## src/rtl/col_burst_pkg.sv

```systemverilog
package col_burst_pkg;

  // Strobes from the control FSM to the address datapath
  typedef struct packed {
    logic load;   // capture a new start column and clear the beat offset
    logic step;   // advance to the next beat
  } colStrobe_t;

  localparam int LEN_SEL_W = 3;
  localparam logic [LEN_SEL_W-1:0] LEN_FULL = 3'd7;

endpackage

```

## src/rtl/col_burst_ctrl.sv

```systemverilog
module col_burst_ctrl
  import col_burst_pkg::*;
#(
  parameter int COL_W = 10
) (
  input  logic                 clk,
  input  logic                 rstN,
  input  logic                 loadEn,
  input  logic [LEN_SEL_W-1:0] lenSel,
  input  logic                 stopReq,
  output colStrobe_t           strb,
  output logic [COL_W-1:0]     lenMask,
  output logic                 fullPage,
  output logic                 colValid,
  output logic                 colLast
);

  localparam logic [COL_W-1:0] MASK1 = '0;
  localparam logic [COL_W-1:0] MASK2 = COL_W'(1);
  localparam logic [COL_W-1:0] MASK4 = COL_W'(3);
  localparam logic [COL_W-1:0] MASK8 = COL_W'(7);
  localparam logic [COL_W-1:0] MASKF = '1;

  logic             activeQ;
  logic             fullQ;
  logic [COL_W-1:0] maskQ;
  logic [COL_W-1:0] remQ;
  logic [COL_W-1:0] newMask;
  logic             newFull;
  logic             burstDone;

  always_comb begin
    newFull = 1'b0;
    unique case (lenSel)
      3'd0:     newMask = MASK1;
      3'd1:     newMask = MASK2;
      3'd2:     newMask = MASK4;
      3'd3:     newMask = MASK8;
      LEN_FULL: begin newMask = MASKF; newFull = 1'b1; end
      default:  newMask = MASK1;
    endcase
  end

  assign burstDone = !fullQ && (remQ == '0);
  assign strb.load = loadEn;
  assign strb.step = activeQ && !loadEn && !stopReq && !burstDone;

  always_ff @(posedge clk or negedge rstN) begin
    if (!rstN) begin
      activeQ <= 1'b0;
      fullQ   <= 1'b0;
      maskQ   <= '0;
      remQ    <= '0;
    end else if (loadEn) begin
      activeQ <= 1'b1;
      fullQ   <= newFull;
      maskQ   <= newMask;
      remQ    <= newMask;
    end else if (activeQ) begin
      if (stopReq || burstDone) begin
        activeQ <= 1'b0;
      end else if (!fullQ) begin
        remQ <= remQ - COL_W'(1);
      end
    end
  end

  assign lenMask  = maskQ;
  assign fullPage = fullQ;
  assign colValid = activeQ;
  assign colLast  = activeQ && burstDone;

  assert_idle_after_reset_R1: assert property (@(posedge clk) disable iff (!rstN)
    !colValid |-> !colLast);
  assert_load_starts_R2: assert property (@(posedge clk) disable iff (!rstN)
    loadEn |=> colValid);
  assert_last_ends_R7: assert property (@(posedge clk) disable iff (!rstN)
    colLast && !loadEn |=> !colValid);
  assert_full_no_last_R6: assert property (@(posedge clk) disable iff (!rstN)
    fullPage |-> !colLast);
  assert_stop_ends_R8: assert property (@(posedge clk) disable iff (!rstN)
    colValid && stopReq && !loadEn |=> !colValid);
  assert_stays_idle_R3: assert property (@(posedge clk) disable iff (!rstN)
    !colValid && !loadEn |=> !colValid);

endmodule

```

## src/rtl/col_burst_addr.sv

```systemverilog
module col_burst_addr
  import col_burst_pkg::*;
#(
  parameter int COL_W = 10
) (
  input  logic             clk,
  input  logic             rstN,
  input  colStrobe_t       strb,
  input  logic [COL_W-1:0] loadCol,
  input  logic             interleave,
  input  logic [COL_W-1:0] lenMask,
  input  logic             fullPage,
  output logic [COL_W-1:0] colOut
);

  logic [COL_W-1:0] startQ;
  logic [COL_W-1:0] offQ;
  logic             ilvQ;
  logic             useXor;
  logic [COL_W-1:0] lowPart;

  always_ff @(posedge clk or negedge rstN) begin
    if (!rstN) begin
      startQ <= '0;
      offQ   <= '0;
      ilvQ   <= 1'b0;
    end else if (strb.load) begin
      startQ <= loadCol;
      offQ   <= '0;
      ilvQ   <= interleave;
    end else if (strb.step) begin
      offQ <= offQ + COL_W'(1);
    end
  end

  // Full page ignores the wrap order and walks the row linearly.
  assign useXor  = ilvQ && !fullPage;
  assign lowPart = useXor ? (startQ ^ offQ) : (startQ + offQ);
  assign colOut  = (startQ & ~lenMask) | (lowPart & lenMask);

  assert_seq_step_R4: assert property (@(posedge clk) disable iff (!rstN)
    strb.step && !useXor |=> ((colOut - $past(colOut)) & lenMask) == COL_W'(1));
  assert_upper_fixed_R5: assert property (@(posedge clk) disable iff (!rstN)
    strb.step |=> ((colOut ^ $past(colOut)) & ~lenMask) == '0);
  assert_no_load_step_R9: assert property (@(posedge clk) disable iff (!rstN)
    !(strb.load && strb.step));

endmodule

```

## src/rtl/col_burst_seq.sv

```systemverilog
module col_burst_seq
  import col_burst_pkg::*;
#(
  parameter int COL_W = 10
) (
  input  logic                 clk,
  input  logic                 rstN,
  input  logic                 loadEn,
  input  logic [COL_W-1:0]     loadCol,
  input  logic [LEN_SEL_W-1:0] lenSel,
  input  logic                 interleave,
  input  logic                 stopReq,
  output logic [COL_W-1:0]     colOut,
  output logic                 colValid,
  output logic                 colLast
);

  colStrobe_t       strb;
  logic [COL_W-1:0] lenMask;
  logic             fullPage;

  col_burst_ctrl #(.COL_W(COL_W)) u_ctrl (
    .clk      (clk),
    .rstN     (rstN),
    .loadEn   (loadEn),
    .lenSel   (lenSel),
    .stopReq  (stopReq),
    .strb     (strb),
    .lenMask  (lenMask),
    .fullPage (fullPage),
    .colValid (colValid),
    .colLast  (colLast)
  );

  col_burst_addr #(.COL_W(COL_W)) u_addr (
    .clk        (clk),
    .rstN       (rstN),
    .strb       (strb),
    .loadCol    (loadCol),
    .interleave (interleave),
    .lenMask    (lenMask),
    .fullPage   (fullPage),
    .colOut     (colOut)
  );

endmodule

```

## config.mk

```make
export PLATFORM = sky130hd
export DESIGN_NAME = col_burst_seq
export DESIGN_NICKNAME = d
export VERILOG_FILES = /design/src/rtl/col_burst_pkg.sv /design/src/rtl/col_burst_ctrl.sv /design/src/rtl/col_burst_addr.sv /design/src/rtl/col_burst_seq.sv
export SDC_FILE = /design/constraint.sdc
export NUM_CORES = 1
export LEC_CHECK = 0
export ABC_AREA = 1
export BUFFER_PORTS_ARGS = -buffer_cell sky130_fd_sc_hd__buf_2
export CAP_MARGIN = 15
export CORE_MARGIN = 2
export CORE_UTILIZATION = 60
export CTS_BUF_LIST = sky130_fd_sc_hd__clkbuf_2
export DETAILED_ROUTE_END_ITERATION = 8
export HOLD_SLACK_MARGIN = 0.12
export PLACE_DENSITY = 0.87
export SLEW_MARGIN = 5
export SYNTH_ARGS = -nofsm -noshare
export SYNTH_HDL_FRONTEND = slang
export SYNTH_SLANG_ARGS = --single-unit
```

## constraint.sdc

```tcl
create_clock -name clk -period 2.7 [get_ports clk]
set_input_delay 0.54 -clock clk [delete_from_list [all_inputs] [get_ports clk]]
set_output_delay 0.54 -clock clk [all_outputs]
set_load 0.05 [all_outputs]
```

== After elaboration in Yosys (flattened, before gate mapping) ==
Index checks and enable logic that the tools add are counted.

* Bits in registers: 43
* Input port bits: 18
* Output and inout port bits: 12

* Add/sub/neg operators: 3
* Equality and inequality tests: 6
* Mux-type cells: 12
* Bitwise gates (word level): 5
* Reductions and logical operators: 15

{| class="wikitable"
|+ Operators with widths
! cell !! number
|-
| $mux 10 || 7
|-
| $pmux 10 s4 || 1
|-
| $and 10x10->10 || 2
|-
| $add 10x1->10 const B || 1
|-
| $add 10x10->10 || 1
|-
| $logic_not 10->1 || 1
|-
| $not 10->10 || 1
|-
| $or 10x10->10 || 1
|-
| $sub 10x1->10 const B || 1
|-
| $xor 10x10->10 || 1
|-
| $eq 3x2->1 const B || 2
|-
| $logic_and 1x1->1 || 6
|-
| $logic_not 1->1 || 4
|-
| $mux 1 || 4
|-
| $ne 2x2->1 const B || 2
|-
| $reduce_bool 2->1 || 2
|-
| $eq 3x1->1 const B || 1
|-
| $eq 3x3->1 const B || 1
|-
| $reduce_and 3->1 || 1
|-
| $logic_or 1x1->1 || 1
|}

== Depth between registers and ports, before layout ==
Gate-level depths: netlist of the first run.

* Depth in word-level cells: 6
* Gate-level depth with buffers: 11
* Mapped depth without buffers: 11

== Cells and area by module ==
A second synthesis of the first run with hierarchy kept.

* Cells, all modules: 350
* Area total of the unflattened synthesis: 2444.8 um^2

{| class="wikitable"
|+ Modules (own cells, without submodules)
! module !! times used !! cells each !! area each (um^2)
|-
| col_burst_addr || 1 || 204 || 1445.1
|-
| col_burst_ctrl || 1 || 146 || 999.7
|}

== Worst setup path before layout of the first run ==
OpenSTA, ideal clock, no wires.

* Kind: reg2out
* From: reg u_addr.offQ[0]
* To: out colOut[1]
* Data arrival time: 1.967 ns
* Required time: 2.160 ns
* Setup slack: 0.193 ns
* Stages on the path, launching flop included: 5
* Path through: dfrtp_1 ha_1 fa_1 o21ai_1 o22ai_1

* Word-level cells in the longest chain between the ends: 4

{| class="wikitable"
|+ RTL lines
! item !! line !! RTL
|-
| from (decl) || col_burst_addr.sv:17 || <nowiki>logic [COL_W-1:0] offQ;</nowiki>
|-
| from (signal assigned) || col_burst_addr.sv:32 || <nowiki>offQ <= offQ + COL_W'(1);</nowiki>
|-
| $add 10x10->10 || col_burst_addr.sv:38 || <nowiki>assign lowPart = useXor ? (startQ ^ offQ) : (startQ + offQ);</nowiki>
|-
| $mux 10 || col_burst_addr.sv:38 ||
|-
| $and 10x10->10 || col_burst_addr.sv:39 || <nowiki>assign colOut = (startQ & ~lenMask) | (lowPart & lenMask);</nowiki>
|-
| $or 10x10->10 || col_burst_addr.sv:39 ||
|-
| to (decl) || col_burst_seq.sv:13 || <nowiki>output logic [COL_W-1:0] colOut,</nowiki>
|}

Every way passes these cells.

== Worst setup path after layout of the first run ==
* From: reg u_addr.startQ[0]
* To: out colOut[8]

* Word-level cells in the longest chain between the ends: 4

{| class="wikitable"
|+ RTL lines
! item !! line !! RTL
|-
| from (decl) || col_burst_addr.sv:16 || <nowiki>logic [COL_W-1:0] startQ;</nowiki>
|-
| from (signal assigned) || col_burst_addr.sv:28 || <nowiki>startQ <= loadCol;</nowiki>
|-
| $add 10x10->10 || col_burst_addr.sv:38 ||
|-
| $mux 10 || col_burst_addr.sv:38 ||
|-
| $and 10x10->10 || col_burst_addr.sv:39 ||
|-
| $or 10x10->10 || col_burst_addr.sv:39 ||
|}

Every way passes these cells.

==> results.yml, run 1 <==
final_layout:
  drive_gt1_frac: 0.240
  final.fill_count: 289
  diodes: 0
  syn_to_final_growth_pct: 24.2
  stdcell_count: 442
  nNetsFinal: 422
placement:
  place_inst: 418
  gp_congestion: 0.861
  portBuffers: 29
  dp_hpwl_um: 3970
die:
  die_w_um: 67.5
  fp.coreArea_um2: 3940
  die_area_um2: 4550
  die_y_um: 67.5
  rows: 23
  pin_count: 30
  initial_utilization: 0.613
timing:
  maxSlewViolCount: 0
  rsz0062_at_grt: "yes"
  hold_viol: 0
  worst_pin_slew_ps: 841
  timing.final.ws_setup_ps: -38.7
  finalCritPeriodShare: 1.01
  skew_ps: 18.2
  setup_viol_count_final: 2
  fmax_mhz: 365
  slew-limit-headroom: 0.439
  post-route-min-period_ps: 2740
worst_setup_path:
  arrival_ps: 2200
  crit_fanout: 3
  crit_path_start_kind: "register"
  crit_required_ps: 2160
  end_kind: "primary output"
  criticalPathCategory: "register to primary output"
clock_tree:
  cts_made_buffers: 5
  cts-root-buf: "clkbuf_2"
  cts_tree: "done"
  cts_hold_buffers: 0
  clkSinkCount: 36
  clock_latency_ps: 410
  path_clk_slew_ps: 210
  clockBufferDepth: 2
  cts_max_level: 2
global_route:
  grt_pass1_vias: 2158
  grt_max_degree: 37
  grt.total_usage: 0.276
  grt_pass1_wl_um: 9510
  antenna_found_initial: 0
  grt-ovfl-total: 0
synthesis:
  synth.most_common_cell: "nand2_1"
  synth_top_area_share: 0.372
  synth-simple-area-share: 0.316
  synthMuxAreaShare: 0
  ys_ff_latch: 36
  synth_area_um2: 2420
  synth_top_family_by_area: "simple AND/OR/NAND/NOR gates"
  seq_area_frac_synth: 0.372
  syn_area_per_cell_um2: 7.01
  ys_top_cells_by_count: "nand2_1 (108), dfrtp_1 (36), inv_1 (33), nor2_1 (30)"
  yosysTopAreaCell: "dfrtp_1"
  synth-edff-count: 0
  netlist_instances: 345
  ys_warn_count: 0
  ys_types: 31
  synth_ff_type: "dfrtp_1"
  synthAdderAreaFrac: 0.0704
  yosys.area_share.xor_xnor: 0.0217
  syn_nets: 376
  synth-compound-area-share: 0.142
  async_flop_share: 1.00
  yosys-top-cells-area: "dfrtp_1 (37%), nand2_1 (17%), ha_1 (6.2%)"
status:
  outcome: "finished, violations left"
  violations: "setup timing"
detailed_routing:
  drt_iter0_markers: 166
  routed_via_density: 5.42
  drt_first_pass_iters: 4
  wl_per_cell_um: 13.6
  post-route-drc-count: 0
  vias: 2394
  ant_nets: 0
  routed_wirelength_um: 6010
power_and_ir_drop:
  leakage_nw: 1.52
  ir_drop_v: 0.000570
  p_per_area_nw_per_um2: 627
  power_mw: 1.88
flow_run:
  drv_cap: 0
hold_path:
  min_path_type: "primary input to async pin"
==> flip-flops by register name (all words and copies together), names as in the netlist <==
register	flops
u_addr.offQ	10
u_addr.startQ	10
u_ctrl.remQ	10
u_ctrl.lenMask	4
u_addr.ilvQ	1
u_ctrl.colValid	1
==> routing by layer <==
metal / vias to the layer above / wire [µm] / GRT usage
li1: 1213 / - / -
met1: 1113 / 2590 / 0.343
met2: 61 / 3070 / 0.499
met3: 7 / 276 / 0.0467
met4: 0 / 73 / 0.0587
met5: - / 0 / 0
==> layout make-up <==
type,instances,area [µm²],share of cell area
Multi-Input combinational cell,261,1460,0.485
Clock inverter,3,90.1,0.0300
Inverter,41,154,0.0513
Clock buffer,5,25.0,0.00833
Timing Repair Buffer,46,304,0.101
Tap cell,50,62.6,0.0208
Sequential cell,36,911,0.303
==> critical path, stage by stage (launching register included) <==
cell,delay (ps)
dfrtp_1,440
ha_2,210
fa_2,420
nand3_1,110
nand2_2,70
nand2_1,90
nand2_1,60
nand2_1,50
nand3_1,80
o21ai_2,80
buf_6,170
==> through the flow <==
stage / util / setup slack, ps / hold slack, ps / instance area (µm²) / setup TNS [ps]
detailed placement: 0.659 / 256 / 496 / 2600 / 0
CTS: 0.723 / -13.2 / 201 / 2850 / -21.2
global route: 0.762 / -149 / 249 / 3000 / -619
finish: 0.762 / -38.7 / 200 / 3000 / -56.3
global placement: 0.659 / 275 / 489 / 2600 / 0
floorplan: - / 193 / 244 / 2420 / 0
==> cells by family (layout without fill, tap and decap cells) <==
| logic type | count (synthesis) | count (layout) |
|---|---|---|
| buffers and inverters | 48 | 95 |
| AOI/OAI and AO/OA | 63 | 63 |
| adders and majority gates | 13 | 13 |
| xor gates and xnor gates | 6 | 6 |
| and+or+nand+nor | 179 | 179 |
| DFF | 36 | 36 |
==> final timing paths <==
kind	start	cells after the start	slack [ps]	endpoint
worst max-delay path	u_addr.startQ[0]	10	-40	colOut[8]
worst min-delay path	rstN	1	200	u_addr.startQ[7]
worst max register to register	u_ctrl.remQ[0]	10	920	u_ctrl.remQ[9]
worst min register to register	u_ctrl.remQ[7]	2	540	u_ctrl.remQ[7]
max in group asynchronous	rstN	1	1910	u_addr.offQ[5]
min in group clk	loadCol[2]	3	320	u_addr.startQ[2]
==> timing repair <==
action,in CTS,in global routing
endpoints found under the setup margin,8,7
setup buffers,9,7
gates resized for setup,20,22
pin swaps,3,4
==> cell usage in the layout (no fill, tap or decap), drive strengths merged, types with 4 or more instances in the layout <==
cell type    n
nand3       22
dfrtp       36
clkbuf       6
a21oi       12
nand4        7
ha          12
o21ai       44
inv         40
buf         45
nand2      111
nor2        31
xor2         4
==> power breakdown <==
| part | leakage [nW] | internal [mW] | total, mW | switching [mW] |
|---|---|---|---|---|
| Clock | 0.0632 | 0.342 | 0.543 | 0.201 |
| Combinational | 1.00 | 0.228 | 0.649 | 0.421 |
| Sequential | 0.451 | 0.614 | 0.690 | 0.0761 |
| Total | 1.52 | 1.18 | 1.88 | 0.698 |
No activity file was read; power rests on OpenSTA's default activity.
==> run 2, diff against run 1 <==
GPL_TIMING_DRIVEN = 0   (was unset)
clock period = 2.8 ns   (was 2.7 ns; I/O delays follow)
==> results.yml, run 2 (synthesized netlist as in run 1, its figures left out) <==
status:
  violations: "setup timing"
  outcome: "finished, violations left"
worst_setup_path:
  arrival_ps: 2250
  cp_top_family: "simple AND/OR/NAND/NOR gates"
  end_kind: "primary output"
  crit_fanout: 4
  crit_required_ps: 2240
  crit_path_start_kind: "register"
  cp_num_buf_inv: 2
  criticalPathCategory: "register to primary output"
  crit_path_cell_trace: "ha_4 > nand2_1 > inv_1 > a21oi_2 > nand4_1 > nand3_1 > nand2_1 > nand2_1 > buf_6"
  cp_slowest_cell: "dfrtp_2"
  critPathMaxStageDelay_ps: 510
  critPathMostFrequentCell: "nand2_1"
placement:
  place_inst: 424
  gp_congestion: 0.892
  dp_hpwl_um: 4140
  portBuffers: 29
clock_tree:
  cts_made_buffers: 5
  cts_tree: "done"
  cts_max_level: 2
  clockBufferDepth: 2
  cts_hold_buffers: 0
  clock_latency_ps: 420
  path_clk_slew_ps: 220
  clkSinkCount: 36
  cts-root-buf: "clkbuf_2"
die:
  pin_count: 30
  rows: 23
  die_w_um: 67.5
  die_y_um: 67.5
  initial_utilization: 0.613
  fp.coreArea_um2: 3940
  die_area_um2: 4550
power_and_ir_drop:
  pwr-share-clk: 0.210
  leakage_nw: 1.46
  p_sw_frac: 0.413
  power_switching_uw: 672
  power_frac_seq: 0.411
  cellInternalPower_uw: 957
  p_per_area_nw_per_um2: 554
  power_mw: 1.63
  ir_drop_v: 0.000357
  power_frac_comb: 0.379
timing:
  timing.final.ws_setup_ps: -8.54
  rsz0062_at_grt: "yes"
  worst_pin_slew_ps: 803
  hold_viol: 0
  maxSlewViolCount: 0
  skew_ps: 25.5
  slew-limit-headroom: 0.465
  setup_viol_count_final: 1
  finalCritPeriodShare: 1.00
  post-route-min-period_ps: 2810
  fmax_mhz: 356
global_route:
  busiest_layer: "met2"
  grt_pass1_wl_um: 9690
  grt_max_degree: 37
  grt_use_met3: 0.0467
  grt_pass1_vias: 2218
  grt.total_usage: 0.288
  met2_usage: 0.491
  met1_usage: 0.353
  grt-ovfl-total: 0
  antenna_found_initial: 0
detailed_routing:
  vias: 2450
  post-route-drc-count: 0
  ant_nets: 0
  drt_first_pass_iters: 5
  routed_via_density: 5.54
  routed_wirelength_um: 6260
  wl_per_cell_um: 14.2
  drt_iter0_markers: 207
hold_path:
  min_path_type: "primary input to async pin"
final_layout:
  stdcell_count: 442
  diodes: 0
  nNetsFinal: 422
  largest_registers: "u_addr.offQ x10, u_addr.startQ x10, u_ctrl.remQ x10"
  drive_gt1_frac: 0.219
  final_common_cell: "nand2_1"
  layout_common_cells: "nand2_1 (105), inv_1 (33), nor2_1 (29)"
  final_core_util: 0.745
  syn_to_final_growth_pct: 21.5
flow_run:
  drv_cap: 0
-- run 2: changes by cell type in the layout (fill, tap and decap cells not counted), moves of 2 or more --
cell / change
buf_4: -8
buf_2: +3
ha_2: -2
clkbuf_1: +5
bufinv_16: -2
ha_4: +2
clkinv_1: +2
nand3_1: +2
nand3_2: -2
-- run 2: metal layers --
| layer | up-vias | routed length, µm |
|---|---|---|
| li1 | 1224 | - |
| met1 | 1133 | 2540 |
| met2 | 77 | 3240 |
| met3 | 16 | 286 |
| met4 | 0 | 193 |
| met5 | - | 0 |
-- run 2: timing repair --
| action | CTS | global route |
|---|---|---|
| setup endpoints to repair | 7 | 7 |
| pin swaps | 0 | 2 |
| endpoints found under the hold margin | 0 | 0 |
| buffers inserted | 6 | 4 |
| resized for setup | 17 | 23 |
-- run 2: worst register-to-register path: stages (launching register included) --
cell	delay, ps
dfrtp_1	450
inv_1	150
ha_1	170
nand2_1	70
nor3_2	170
nand2_2	100
nand2_4	130
o21ai_4	110
buf_6	170
o21ai_1	70
nand2_1	60
-- run 2: power groups by stage --
stage	Combinational, mW	Clock, mW	Sequential, mW
4_1_cts	0.574	0.343	0.660
6_report	0.617	0.343	0.669
5_1_grt	0.696	0.359	0.678
3_5_place_dp	0.551	0	0.672
2_1_floorplan	0.426	0	0.660
3_3_place_gp	0.535	0	0.670
-- run 2: through the flow --
stage                     area [µm²]  TNS (ps)  hold slack, ps  setup slack [ps]
final                           2940     -8.54             177             -8.54
after global routing            2940      -171             257             -59.2
after CTS                       2780         0             210              3.92
after detailed placement        2630         0             493               263
after global placement          2630         0             487               301
after floorplan                 2420         0             264               273
-- run 2: layout make-up --
type                       instances  area, µm²
buffer                             7       35.0
clock buffer                       5       25.0
clock inverter                     3       37.5
fill                             305       1000
inverter                          41        154
multi-input combinational        261       1470
sequential                        36        912
tap                               50       62.6
timing repair buffer              39        246
-- run 2: final timing paths --
| check | startpoint | to | slack, ps | depth (start not counted) |
|---|---|---|---|---|
| min reg2reg | u_addr.ilvQ | u_addr.ilvQ | 530 | 2 |
| min | rstN | u_addr.offQ[7] | 180 | 1 |
| min in group clk | loadCol[8] | u_addr.startQ[8] | 340 | 3 |
| max in group asynchronous | rstN | u_addr.offQ[1] | 2040 | 1 |
| max | u_addr.offQ[8] | colOut[9] | -9 | 9 |
| max reg2reg | u_ctrl.remQ[0] | u_ctrl.remQ[5] | 1080 | 10 |
==> run 3, diff against run 2 <==
CORE_MARGIN = 3   (was 2)
==> results.yml, run 3 (synthesized netlist as in run 1, its figures left out) <==
power_and_ir_drop:
  p_per_area_nw_per_um2: 516
  ir_drop_v: 0.000376
  power_mw: 1.54
  leakage_nw: 1.51
timing:
  tns_ps: 0
  hold_viol: 0
  timing.final.ws_setup_ps: 11.5
  post-route-min-period_ps: 2790
  finalCritPeriodShare: 0.996
  fmax_mhz: 359
  setup_viol_count_final: 0
  skew_ps: 24.7
  maxSlewViolCount: 0
  worst_pin_slew_ps: 825
  rsz0062_at_grt: "yes"
  slew-limit-headroom: 0.450
  holdWs_ps: 208
final_layout:
  largest_registers: "u_addr.offQ x10, u_addr.startQ x10, u_ctrl.remQ x10"
  diodes: 0
  drive_gt1_frac: 0.248
  layout_common_cells: "nand2_1 (105), inv_1 (33), nor2_1 (29)"
  final_core_util: 0.791
  stdcell_count: 448
  final.fill_count: 273
  final_common_cell: "nand2_1"
  multi_input_area_um2: 1470
  syn_to_final_growth_pct: 23.3
  fin_area_um2: 2980
  seq_area_um2: 912
  nNetsFinal: 430
clock_tree:
  cts_tree: "done"
  cts_hold_buffers: 0
  clock_latency_ps: 410
  cts_made_buffers: 5
  path_clk_slew_ps: 210
  cts-root-buf: "clkbuf_2"
  clkSinkCount: 36
  cts_max_level: 2
  clockBufferDepth: 2
worst_setup_path:
  arrival_ps: 2230
  worstRegToRegCells: 10
  crit_required_ps: 2240
  end_kind: "primary output"
  critPathMaxStageDelay_ps: 480
  cp_top_family: "adder cells"
  cp_num_buf_inv: 1
  cp_slowest_cell: "dfrtp_2"
  r2r-start: "u_ctrl.remQ[0]"
  critPathLaunch: "u_addr.offQ[0]"
  crit_path_start_kind: "register"
  crit_path_cell_trace: "ha_4 > fa_2 > nand4_1 > nand3_1 > or2_1 > nand3_2 > o21ai_2 > buf_6"
  crit_fanout: 3
  cp.depth: 8
  criticalPathCategory: "register to primary output"
die:
  pin_count: 30
  die_w_um: 69.5
  fp.coreArea_um2: 3770
  die_y_um: 69.5
  initial_utilization: 0.641
  rows: 22
  die_area_um2: 4830
placement:
  place_area_um2: 2620
  portBuffers: 29
  gp_congestion: 0.932
  place_inst: 422
  dp_hpwl_um: 4160
  place_ws_ps: 175
global_route:
  grt_pass1_wl_um: 9770
  grt_pass1_vias: 2117
  grt-ovfl-total: 0
  antenna_found_initial: 0
  grt.total_usage: 0.248
  grt_max_degree: 37
detailed_routing:
  vias: 2489
  ant_nets: 0
  routed_wirelength_um: 6320
  drt_iter0_markers: 178
  drt_first_pass_iters: 5
  wl_per_cell_um: 14.1
  post-route-drc-count: 0
  routed_via_density: 5.56
hold_path:
  min_path_type: "primary input to async pin"
status:
  outcome: "finished clean"
flow_run:
  drv_cap: 0
[run 3: per-layer routing]
layer  routed length [µm]  track usage  vias up
li1                     -            -     1236
met1                 2630        0.331     1133
met2                 3120        0.405       99
met3                  395       0.0565       21
met4                  170       0.0716        0
met5                    0            0        -
[run 3: worst reg2reg max path, delay by kind of cell, from the launching register on]
kind	cells	cell delay, ps
flip-flops	1	440
AND/OR/NAND/NOR	6	650
buffers and inverters	2	300
adder cells (fa/ha/maj)	1	170
AO/OA/AOI/OAI	1	70
[run 3: final cells by class]
class / count / share of cell area
Buffer: 7 / 0.0117
Clock buffer: 5 / 0.00839
Clock inverter: 3 / 0.00461
Inverter: 41 / 0.0516
Multi-Input combinational cell: 261 / 0.494
Sequential cell: 36 / 0.306
Tap cell: 48 / 0.0201
Timing Repair Buffer: 47 / 0.104
[run 3: where the power goes]
group | total [mW] | internal [mW] | switching (mW)
Sequential | 0.667 | 0.593 | 0.0746
Combinational | 0.623 | 0.219 | 0.404
Clock | 0.248 | 0.0559 | 0.192
[run 3: final timing paths]
check	endpoint	slack, ps
hold reg to reg	u_addr.ilvQ	530
setup reg to reg	u_addr.offQ[3]	1110
max in group asynchronous	u_addr.offQ[5]	2030
hold / removal	u_addr.offQ[2]	210
min in group clk	u_addr.startQ[5]	330
setup / recovery	colOut[6]	10
[run 3: timing repair]
item | in CTS | in global routing
resized for setup | 12 | 35
setup buffers | 1 | 17
setup endpoints to repair | 7 | 7
pin swaps | 1 | 10
